<file path="src/rtl/gcnt_cmp.sv">
module gcnt_cmp #(
  parameter int DW = 32,
  parameter int AW = 3
) (
  input  logic          clk,
  input  logic          rst_n,
  input  logic          bus_wr,
  input  logic [AW-1:0] bus_addr,
  input  logic [DW-1:0] bus_wdata,
  output logic [DW-1:0] bus_rdata,
  output logic          irq
);
  localparam int CW = 2 * DW;
  localparam logic [AW-1:0] A_CNT_LO = AW'(0);
  localparam logic [AW-1:0] A_CNT_HI = AW'(1);
  localparam logic [AW-1:0] A_CMP_LO = AW'(2);
  localparam logic [AW-1:0] A_CMP_HI = AW'(3);
  localparam logic [AW-1:0] A_STEP   = AW'(4);
  localparam logic [AW-1:0] A_CTRL   = AW'(5);
  localparam logic [AW-1:0] A_STAT   = AW'(6);
  localparam logic [AW-1:0] A_IEN    = AW'(7);
  localparam int B_CEN  = 0;
  localparam int B_AUTO = 1;
  localparam int B_RUN  = 8;

  logic [CW-1:0] cnt_q, cmp_q;
  logic [DW-1:0] step_q;
  logic run_q, auto_q, cen_q, stat_q, ien_q;

  logic wr_cnt_lo, wr_cnt_hi, wr_cmp_lo, wr_cmp_hi, wr_ctrl, wr_stat, wr_ien, wr_step;
  assign wr_cnt_lo = bus_wr && bus_addr == A_CNT_LO;
  assign wr_cnt_hi = bus_wr && bus_addr == A_CNT_HI;
  assign wr_cmp_lo = bus_wr && bus_addr == A_CMP_LO;
  assign wr_cmp_hi = bus_wr && bus_addr == A_CMP_HI;
  assign wr_step   = bus_wr && bus_addr == A_STEP;
  assign wr_ctrl   = bus_wr && bus_addr == A_CTRL;
  assign wr_stat   = bus_wr && bus_addr == A_STAT;
  assign wr_ien    = bus_wr && bus_addr == A_IEN;

  logic match;
  assign match = cen_q && (cnt_q == cmp_q);

  logic [CW-1:0] cmp_next;
  assign cmp_next = cmp_q + {{DW{1'b0}}, step_q};

  always_ff @(posedge clk or negedge rst_n) begin
    if (!rst_n)         cnt_q <= '0;
    else if (wr_cnt_lo) cnt_q[DW-1:0] <= bus_wdata;
    else if (wr_cnt_hi) cnt_q[CW-1:DW] <= bus_wdata;
    else if (run_q)     cnt_q <= cnt_q + 1'b1;
  end

  always_ff @(posedge clk or negedge rst_n) begin
    if (!rst_n) begin
      cmp_q <= '0;
    end else begin
      if (match && auto_q) cmp_q <= cmp_next;
      if (wr_cmp_lo) cmp_q[DW-1:0]  <= bus_wdata;
      if (wr_cmp_hi) cmp_q[CW-1:DW] <= bus_wdata;
    end
  end

  always_ff @(posedge clk or negedge rst_n) begin
    if (!rst_n) begin
      step_q <= '0;
      run_q  <= 1'b0;
      auto_q <= 1'b0;
      cen_q  <= 1'b0;
      ien_q  <= 1'b0;
    end else begin
      if (wr_step) step_q <= bus_wdata;
      if (wr_ctrl) begin
        run_q  <= bus_wdata[B_RUN];
        auto_q <= bus_wdata[B_AUTO];
        cen_q  <= bus_wdata[B_CEN];
      end
      if (wr_ien) ien_q <= bus_wdata[0];
    end
  end

  always_ff @(posedge clk or negedge rst_n) begin
    if (!rst_n)                       stat_q <= 1'b0;
    else if (match)                   stat_q <= 1'b1;
    else if (wr_stat && bus_wdata[0]) stat_q <= 1'b0;
  end

  always_comb begin
    bus_rdata = '0;
    case (bus_addr)
      A_CNT_LO: bus_rdata = cnt_q[DW-1:0];
      A_CNT_HI: bus_rdata = cnt_q[CW-1:DW];
      A_CMP_LO: bus_rdata = cmp_q[DW-1:0];
      A_CMP_HI: bus_rdata = cmp_q[CW-1:DW];
      A_STEP:   bus_rdata = step_q;
      A_CTRL: begin
        bus_rdata[B_RUN]  = run_q;
        bus_rdata[B_AUTO] = auto_q;
        bus_rdata[B_CEN]  = cen_q;
      end
      A_STAT:   bus_rdata[0] = stat_q;
      A_IEN:    bus_rdata[0] = ien_q;
      default:  bus_rdata = '0;
    endcase
  end

  assign irq = stat_q & ien_q;
endmodule

</file>
<file path="config.mk">
export PLATFORM = sky130hd
export DESIGN_NAME = gcnt_cmp
export DESIGN_NICKNAME = d
export VERILOG_FILES = /design/src/rtl/gcnt_cmp.sv
export SDC_FILE = /design/constraint.sdc
export NUM_CORES = 1
export LEC_CHECK = 0
export ABC_AREA = 1
export BUFFER_PORTS_ARGS = -buffer_cell sky130_fd_sc_hd__buf_2
export CAP_MARGIN = 15
export CORE_MARGIN = 5
export CORE_UTILIZATION = 35
export DETAILED_ROUTE_END_ITERATION = 16
export PLACE_DENSITY = 0.52
export SYNTH_ARGS = -nofsm -noshare
export SYNTH_HDL_FRONTEND = slang
export SYNTH_SLANG_ARGS = --single-unit
export TNS_END_PERCENT = 100
</file>
<file path="constraint.sdc">
create_clock -name clk -period 5.5 [get_ports clk]
set_input_delay 1.65 -clock clk [delete_from_list [all_inputs] [get_ports clk]]
set_output_delay 1.65 -clock clk [all_outputs]
set_load 0.05 [all_outputs]
</file>
After elaboration in Yosys (flattened, before gate mapping):

Cells that the tools add are included.

* add/subtract/negate cells: 2
* equal/unequal tests: 9
* mux-type cells: 14
* bitwise operators: 2
* reductions and logical operators: 19

Operators with widths (number)
* $mux 32: 5
* $mux 64: 2
* $pmux 23 s5: 1
* $add 64x1->64 const B: 1
* $add 64x32->64: 1
* $eq 64x64->1: 1
* $pmux 6 s5: 1
* $eq 3x3->1 const B: 4
* $pmux 1 s6: 2
* $logic_and 1x1->1: 11
* $reduce_bool 2->1: 5
* $pmux 1 s8: 1
* $eq 3x2->1 const B: 2
* $reduce_and 2->1: 2
* $eq 3x1->1 const B: 1
* $logic_not 3->1: 1
* $mux 1: 2
* $ne 2x2->1 const B: 1
* $and 1x1->1: 1
* $not 1->1: 1

* register bits: 165
* output and inout bits: 33
* logic and storage cells: 56

Depth between registers and ports, before layout:

Gate-level depths: netlist of the first run.

* depth in word-level cells: 5
* gate-level depth with buffers: 17
* gate-level depth less buffers: 17

Worst setup path before layout of the first run:

Ideal clock, no wire load.

* path type: input to output
* start point: input bus_addr[2]
* end point: output bus_rdata[6]
* data arrival time: 3.546 ns
* required time: 3.850 ns
* path slack: 0.304 ns
* stages: 5
* path buffers: 2
* cells stage by stage: buf_2 > nor3_4 > inv_2 > clkbuf_1 > o21ai_0

* cells in the longest elaborated chain, start to end: 2
* elaborated cells between the ends (all ways): 6

RTL lines
* from (decl): line 8 `input logic [AW-1:0] bus_addr,`
* $eq 3x3->1 (tied with other cells): line 89 `case (bus_addr)`
* $pmux 6 s5 *: line 89
* to (decl): line 10 `output logic [DW-1:0] bus_rdata,`

Mark *: on every way between the ends. The rest lies on a longest branch, timed or not.

Worst setup path after layout of the first run:

* start point: input bus_addr[1]
* end point: output bus_rdata[15]

* cells in the longest elaborated chain, start to end: 2
* elaborated cells between the ends (all ways): 6

RTL lines (line)
* $eq 3x3->1 (tied with other cells): 89
* $pmux 23 s5 *: 89

Marks and branches as above.

==> results of run 1 <==
## logic make-up after synthesis
group / synth area share, %
AO/OA/AOI/OAI: 14.20
XOR/XNOR: 3.399
adder cells (fa/ha/maj): 2.848
buffers and inverters: 11.79
flip-flops: 27.16
multiplexers: 0.3703
AND/OR/NAND/NOR: 40.24
## power breakdown
part | switching, uW | internal (uW)
Combinational | 2500 | 1030
Sequential | 847 | 1570
Clock | 597 | 665
Total | 3940 | 3270
## cell usage after synthesis, types with 21 or more instances
cell      number
inv_2         21
buf_2         26
nand2_1      914
inv_1        358
nand3_1      198
nand4_1       57
xor2_1        40
nor2_1       194
a21oi_1       84
o21ai_0      184
clkbuf_1      36
nor3_1        52
dfrtp_1      165
o22ai_1       21
ha_1          33
## layer usage
metal  up-vias  GRT usage, %  wire length [um]
met5         -             0                 0
met4         0         10.22              2475
met3       117         6.012              6710
met2       820         52.47             36080
met1      8548         48.14             36470
li1       8287             -                 -
## worst max-delay path: cells and delay by family
| family | cells | cell delay, ns |
|---|---|---|
| AO/OA/AOI/OAI | 1 | 0.48 |
| buffers and inverters | 4 | 0.91 |
| AND/OR/NAND/NOR | 1 | 0.40 |
## per-stage QoR
| step | cell area (sq um) | setup WS [ns] |
|---|---|---|
| CTS | 16670 | 0.4773 |
| floorplan | 15200 | 0.3042 |
| global route | 16670 | 0.2977 |
| detailed placement | 16090 | 0.4825 |
| global placement | 16090 | 0.5151 |
| finish | 16670 | 0.3931 |
## state kept, by name, indices dropped and copies added (netlist names)
signal and cells:
stat_q 1, auto_q 1, cen_q 1, run_q 1, step_q 32, cmp_q 64, ien_q 1, cnt_q 64
## cell type report
| type | instances | area, sq um |
|---|---|---|
| Clock buffer | 20 | 466.7 |
| Multi-Input combinational cell | 1936 | 9284 |
| Fill cell | 4890 | 26310 |
| Timing Repair Buffer | 89 | 524.3 |
| Inverter | 379 | 1423 |
| Sequential cell | 165 | 4129 |
| Clock inverter | 12 | 116.4 |
| Tap cell | 585 | 732.0 |
## worst max path at each step
stage	startpoint	end	slack (ns)	cells after the start
floorplan	bus_addr[2]	bus_rdata[6]	0.30	5
global placement	bus_addr[1]	bus_rdata[10]	0.52	11
detailed placement	bus_addr[1]	bus_rdata[15]	0.48	6
CTS	bus_addr[1]	bus_rdata[15]	0.48	6
global route	bus_addr[1]	bus_rdata[26]	0.30	8
finish	bus_addr[1]	bus_rdata[15]	0.39	6
==> run_results.csv, run 1 <==
group,metric,value,unit
status,status,"complete, no violations",
clock_tree,clk-insertion-delay-late,0.49,ns
run,maxCapViolations,0,
timing,fin_crit_sh,92.85,%
clock_tree,clk_path_buf_depth,2,
worst_setup_path,ff2ff_setup_slack,1.86,ns
synth,yosysTopAreaCellShare,27.16,%
clock_tree,root_buffer,"clkbuf_16",
power_and_ir_drop,ir_worst_vdd,0.2157,mV
clock_tree,cts_tree,"yes",
timing,setup-tns-final,0,ns
global_route,grt_antenna_before_repair,2,
clock_tree,cts_num_sinks,165,
clock_tree,cts_resized,0,
global_route,grt_max_degree,76,
power_and_ir_drop,pwr_density_cell,432.5,mW/mm^2
clock_tree,htree_num_levels,4,
routing,vias,17770,
clock_tree,cts_buffers,17,
floorplanning,core,0.04298,sq mm
place,placed_cells,3154,
place,dp_hpwl,66.80,mm
hold_path,min_path_type,"reg -> reg",
synth,netlist_area,0.01520,sq mm
global_route,first_global_vias,16630,
synth,synth_cell_type_count,49,
floorplanning,ios,71,
floorplanning,die_x,218.4,um
clock_tree,clk_pin_slew,0.07,ns
hold_path,whs_path_depth,2,
clock_tree,cts-hold-fix-buffers,0,
cells_and_area,drive_gt1_share,6.767,%
worst_setup_path,cp.required,3.85,ns
synth,synth-main-ff-cell,"dfrtp_1",
timing,fin_skew,0.01448,ns
worst_setup_path,worst_path_largest_cell_delay,0.48,ns
synth,synth.area.top_cells,"dfrtp_1 27%, nand2_1 23%, inv_1 8.8%",
place,gp_congestion,1.015,
synth,yosysTopAreaCell,"dfrtp_1",
timing,slew_headroom,38.28,%
worst_setup_path,r2r-start,"cnt_q[34]",
clock_tree,cts_setup_buffers,0,
synth,postSynthCellCount,2554,
timing,finalHoldViolations,0,
worst_setup_path,cp-start-kind,"input pin",
timing,whs,0.4993,ns
timing,final_max_slew_viol_count,0,
routing,wire_per_inst,25.65,um
worst_setup_path,cp_slowest_cell,"o221ai_1",
cells_and_area,finish.utilization,38.80,%
worst_setup_path,path_max_fanout,17,
routing,drt-initial-drc-count,2021,
worst_setup_path,crit_path_end_kind,"primary output",
routing,wirelength,81.74,mm
hold_path,whs_endpoint,"cen_q",
power_and_ir_drop,p_leak,0.008369,uW
floorplanning,die_h,218.4,um
floorplanning,dieArea,0.04771,sq mm
synth,ys_seq_elements,165,
worst_setup_path,arrival,3.46,ns
global_route,grt_usage,33.81,%
power_and_ir_drop,p_total,7212,uW
timing,finalSetupViolCount,0,
synth,synth_edf_count,0,
worst_setup_path,critPathKind,"in -> out",
timing,rsz0062_at_grt,"false",
place,port-buffer-count,70,
floorplanning,start_util,35.37,%
timing,worst_slew_pin_slew,0.9188,ns
global_route,grt_pass1_wl,116.1,mm
routing,drc,0,
global_route,overflow,0,
cells_and_area,syn2layout_area_growth,9.678,%
worst_setup_path,path_cells,"buf_2 > inv_2 > nor3_4 > inv_2 > o221ai_1 > buf_2",
cells_and_area,antenna_cells,0,
synth,async_reset_ff_share,100.0,%
cells_and_area,final_cell_mix,"913 x nand2_1, 358 x inv_1, 198 x nand3_1, 194 x nor2_1, 184 x o21ai_0",
hold_path,hp-start,"cen_q",
cells_and_area,fin_cells,3186,
worst_setup_path,r2r_end,"cmp_q[2]",
worst_setup_path,r2r_cells,13,
routing,via_per_inst,5.578,
synth,seq_area_frac_synth,27.16,%
cells_and_area,nets,2660,
synth,synth_nets,2626,
synth,ys_warn_count,0,
routing,drt.antenna.violating_nets,0,
floorplanning,num_rows,76,
synth,syn_area_per_cell,5.953,sq um
timing,max_freq,195.8,MHz
routing,first_pass_iters,6,
cells_and_area,final_common_cell,"nand2_1",
timing,fin_crit,5.107,ns
Note: power is estimated with default switching activity, not from simulation.
==> inputs of run 2 (changes only) <==
SETUP_SLACK_MARGIN = 0.4   (was default)
==> run_results.csv, run 2 (synthesized netlist as in run 1, its figures left out) <==
group,metric,value,unit
status,status,"complete, no violations",
clock_tree,cts_buffers,17,
cells_and_area,fillCellCount,4864,
clock_tree,cts-hold-fix-buffers,0,
timing,slew_headroom,28.48,%
cells_and_area,syn2layout_area_growth,9.958,%
worst_setup_path,arrival,3.32,ns
floorplanning,core,0.04298,sq mm
worst_setup_path,crit_path_end_kind,"primary output",
worst_setup_path,cp-start-kind,"input pin",
routing,wl_met1,33.70,mm
floorplanning,ios,71,
power_and_ir_drop,power.switching,3817,uW
floorplanning,start_util,35.37,%
clock_tree,cts_num_sinks,165,
routing,first_pass_iters,12,
place,dp_hpwl,63.18,mm
routing,vias,17670,
worst_setup_path,path_max_fanout,16,
run,maxCapViolations,0,
floorplanning,die_x,218.4,um
global_route,first_global_vias,16600,
place,gp_congestion,1.024,
timing,finalSetupViolCount,0,
cells_and_area,top_regs,"cmp_q: 64 flops, cnt_q: 64 flops, step_q: 32 flops",
routing,wl_met2,33.96,mm
routing,drt-initial-drc-count,2083,
place,dpl-instance-area,0.01607,sq mm
clock_tree,clk-insertion-delay-late,0.47,ns
power_and_ir_drop,ir_worst_vdd,0.2615,mV
clock_tree,htree_num_levels,4,
global_route,overflow,0,
power_and_ir_drop,p_total,7168,uW
clock_tree,clk_pin_slew,0.06,ns
worst_setup_path,r2r-start,"cmp_q[36]",
hold_path,hp-start,"cen_q",
cells_and_area,drive_gt1_share,6.836,%
timing,rsz0062_at_grt,"false",
hold_path,min_path_type,"reg -> reg",
routing,topRoutingLayerUsed,"met4",
routing,drc,0,
power_and_ir_drop,sw_frac_of_total,53.25,%
power_and_ir_drop,pwr_density_cell,428.8,mW/mm^2
cells_and_area,finish.utilization,38.89,%
routing,wl_met3,6.602,mm
timing,setup-tns-final,0,ns
power_and_ir_drop,comb_power_share,48.4,%
cells_and_area,final_cell_mix,"913 x nand2_1, 357 x inv_1, 198 x nand3_1, 194 x nor2_1, 183 x o21ai_0",
timing,finalHoldViolations,0,
floorplanning,die_h,218.4,um
routing,via_per_inst,5.542,
timing,worst_slew_pin_slew,1.069,ns
worst_setup_path,ff2ff_setup_slack,1.86,ns
timing,fin_skew,0.01540,ns
floorplanning,num_rows,76,
routing,drt.antenna.violating_nets,0,
power_and_ir_drop,seqPwrFrac,33.2,%
routing,wirelength,77.27,mm
worst_setup_path,r2r_cells,13,
hold_path,whs_endpoint,"cen_q",
global_route,grt_max_degree,75,
routing,wire_per_inst,24.23,um
global_route,grt_usage,32.06,%
clock_tree,cts_tree,"yes",
timing,max_freq,201.3,MHz
timing,final_max_slew_viol_count,0,
cells_and_area,final_area,0.01672,sq mm
cells_and_area,antenna_cells,0,
worst_setup_path,cp.required,3.85,ns
cells_and_area,nets,2663,
timing,fin_crit_sh,90.34,%
worst_setup_path,r2r_end,"cmp_q[2]",
power_and_ir_drop,pwr-share-clk,18.3,%
global_route,grt_pass1_wl,112.3,mm
power_and_ir_drop,p_leak,0.008379,uW
clock_tree,clk_path_buf_depth,2,
global_route,grt_antenna_before_repair,1,
cells_and_area,final_common_cell,"nand2_1",
worst_setup_path,critPathKind,"in -> out",
hold_path,whs_path_depth,2,
clock_tree,root_buffer,"clkbuf_16",
power_and_ir_drop,internal_power,3351,uW
floorplanning,dieArea,0.04771,sq mm
place,port-buffer-count,70,
timing,fin_crit,4.968,ns
==> run 2: cell types whose count changed in the layout (fill, tap and decap cells not counted), moves of 2 or more <==
| cell | previous run | this run |
|---|---|---|
| bufinv_16 | 1 | 3 |
| clkinvlp_4 | 2 | 4 |
| buf_4 | 17 | 21 |
| inv_6 | 4 | 1 |
| clkbuf_1 | 0 | 2 |
==> run 2: worst max path at each step <==
stage	start	end	cells after the start	slack [ns]
2_1_floorplan	bus_addr[2]	bus_rdata[10]	6	0.47
3_3_place_gp	bus_addr[1]	bus_rdata[18]	6	0.44
3_5_place_dp	bus_addr[1]	bus_rdata[26]	8	0.43
4_1_cts	bus_addr[1]	bus_rdata[26]	8	0.41
5_1_grt	bus_addr[2]	bus_rdata[15]	9	0.42
6_report	bus_addr[2]	bus_rdata[16]	9	0.53
==> run 2: worst max-delay path: stages <==
cell and delay (ns):
buf_2 0.18, inv_1 0.11, nand2_2 0.11, clkinvlp_4 0.34
nand2_1 0.17, o21ai_0 0.09, a21oi_1 0.12, o221ai_1 0.23
buf_2 0.29
==> run 2: layer usage <==
| metal | vias to the layer above | GRT usage, % |
|---|---|---|
| li1 | 8303 | - |
| met1 | 8406 | 45.44 |
| met2 | 829 | 49.72 |
| met3 | 136 | 4.613 |
| met4 | 0 | 11.93 |
| met5 | - | 0 |
==> run 2: final cells by class <==
cell class	count	area [sq um]	share of cell area (%)
multi-input combinational	1936	9284	55.53
sequential	165	4129	24.70
inverter	379	1429	8.547
tap	585	732.0	4.378
timing repair buffer	92	534.3	3.196
clock buffer	21	460.4	2.754
clock inverter	11	148.9	0.8907
==> run 2: repair_timing <==
| item | CTS | global route |
|---|---|---|
| setup buffers | 0 | 3 |
| gates resized for setup | 0 | 3 |
| endpoints found under the setup margin | 0 | 8 |
==> run 2: through the flow <==
stage | instances | setup slack, ns | hold WS (ns)
finish | 3189 | 0.5315 | 0.4938
global route | 3189 | 0.4195 | 0.5148
CTS | 3186 | 0.4086 | 0.4950
detailed placement | 3154 | 0.4261 | 0.4782
global placement | 3154 | 0.4432 | 0.4694
floorplan | 2554 | 0.4685 | 0.4530
==> run 2: power by group through the flow <==
stage	registers [uW]	clock network, uW	logic [uW]
CTS	2330	1330	3420
finish	2380	1310	3470
floorplan	1930	0	2370
global placement	2350	0	3380
global route	2400	1370	3830
detailed placement	2350	0	3400
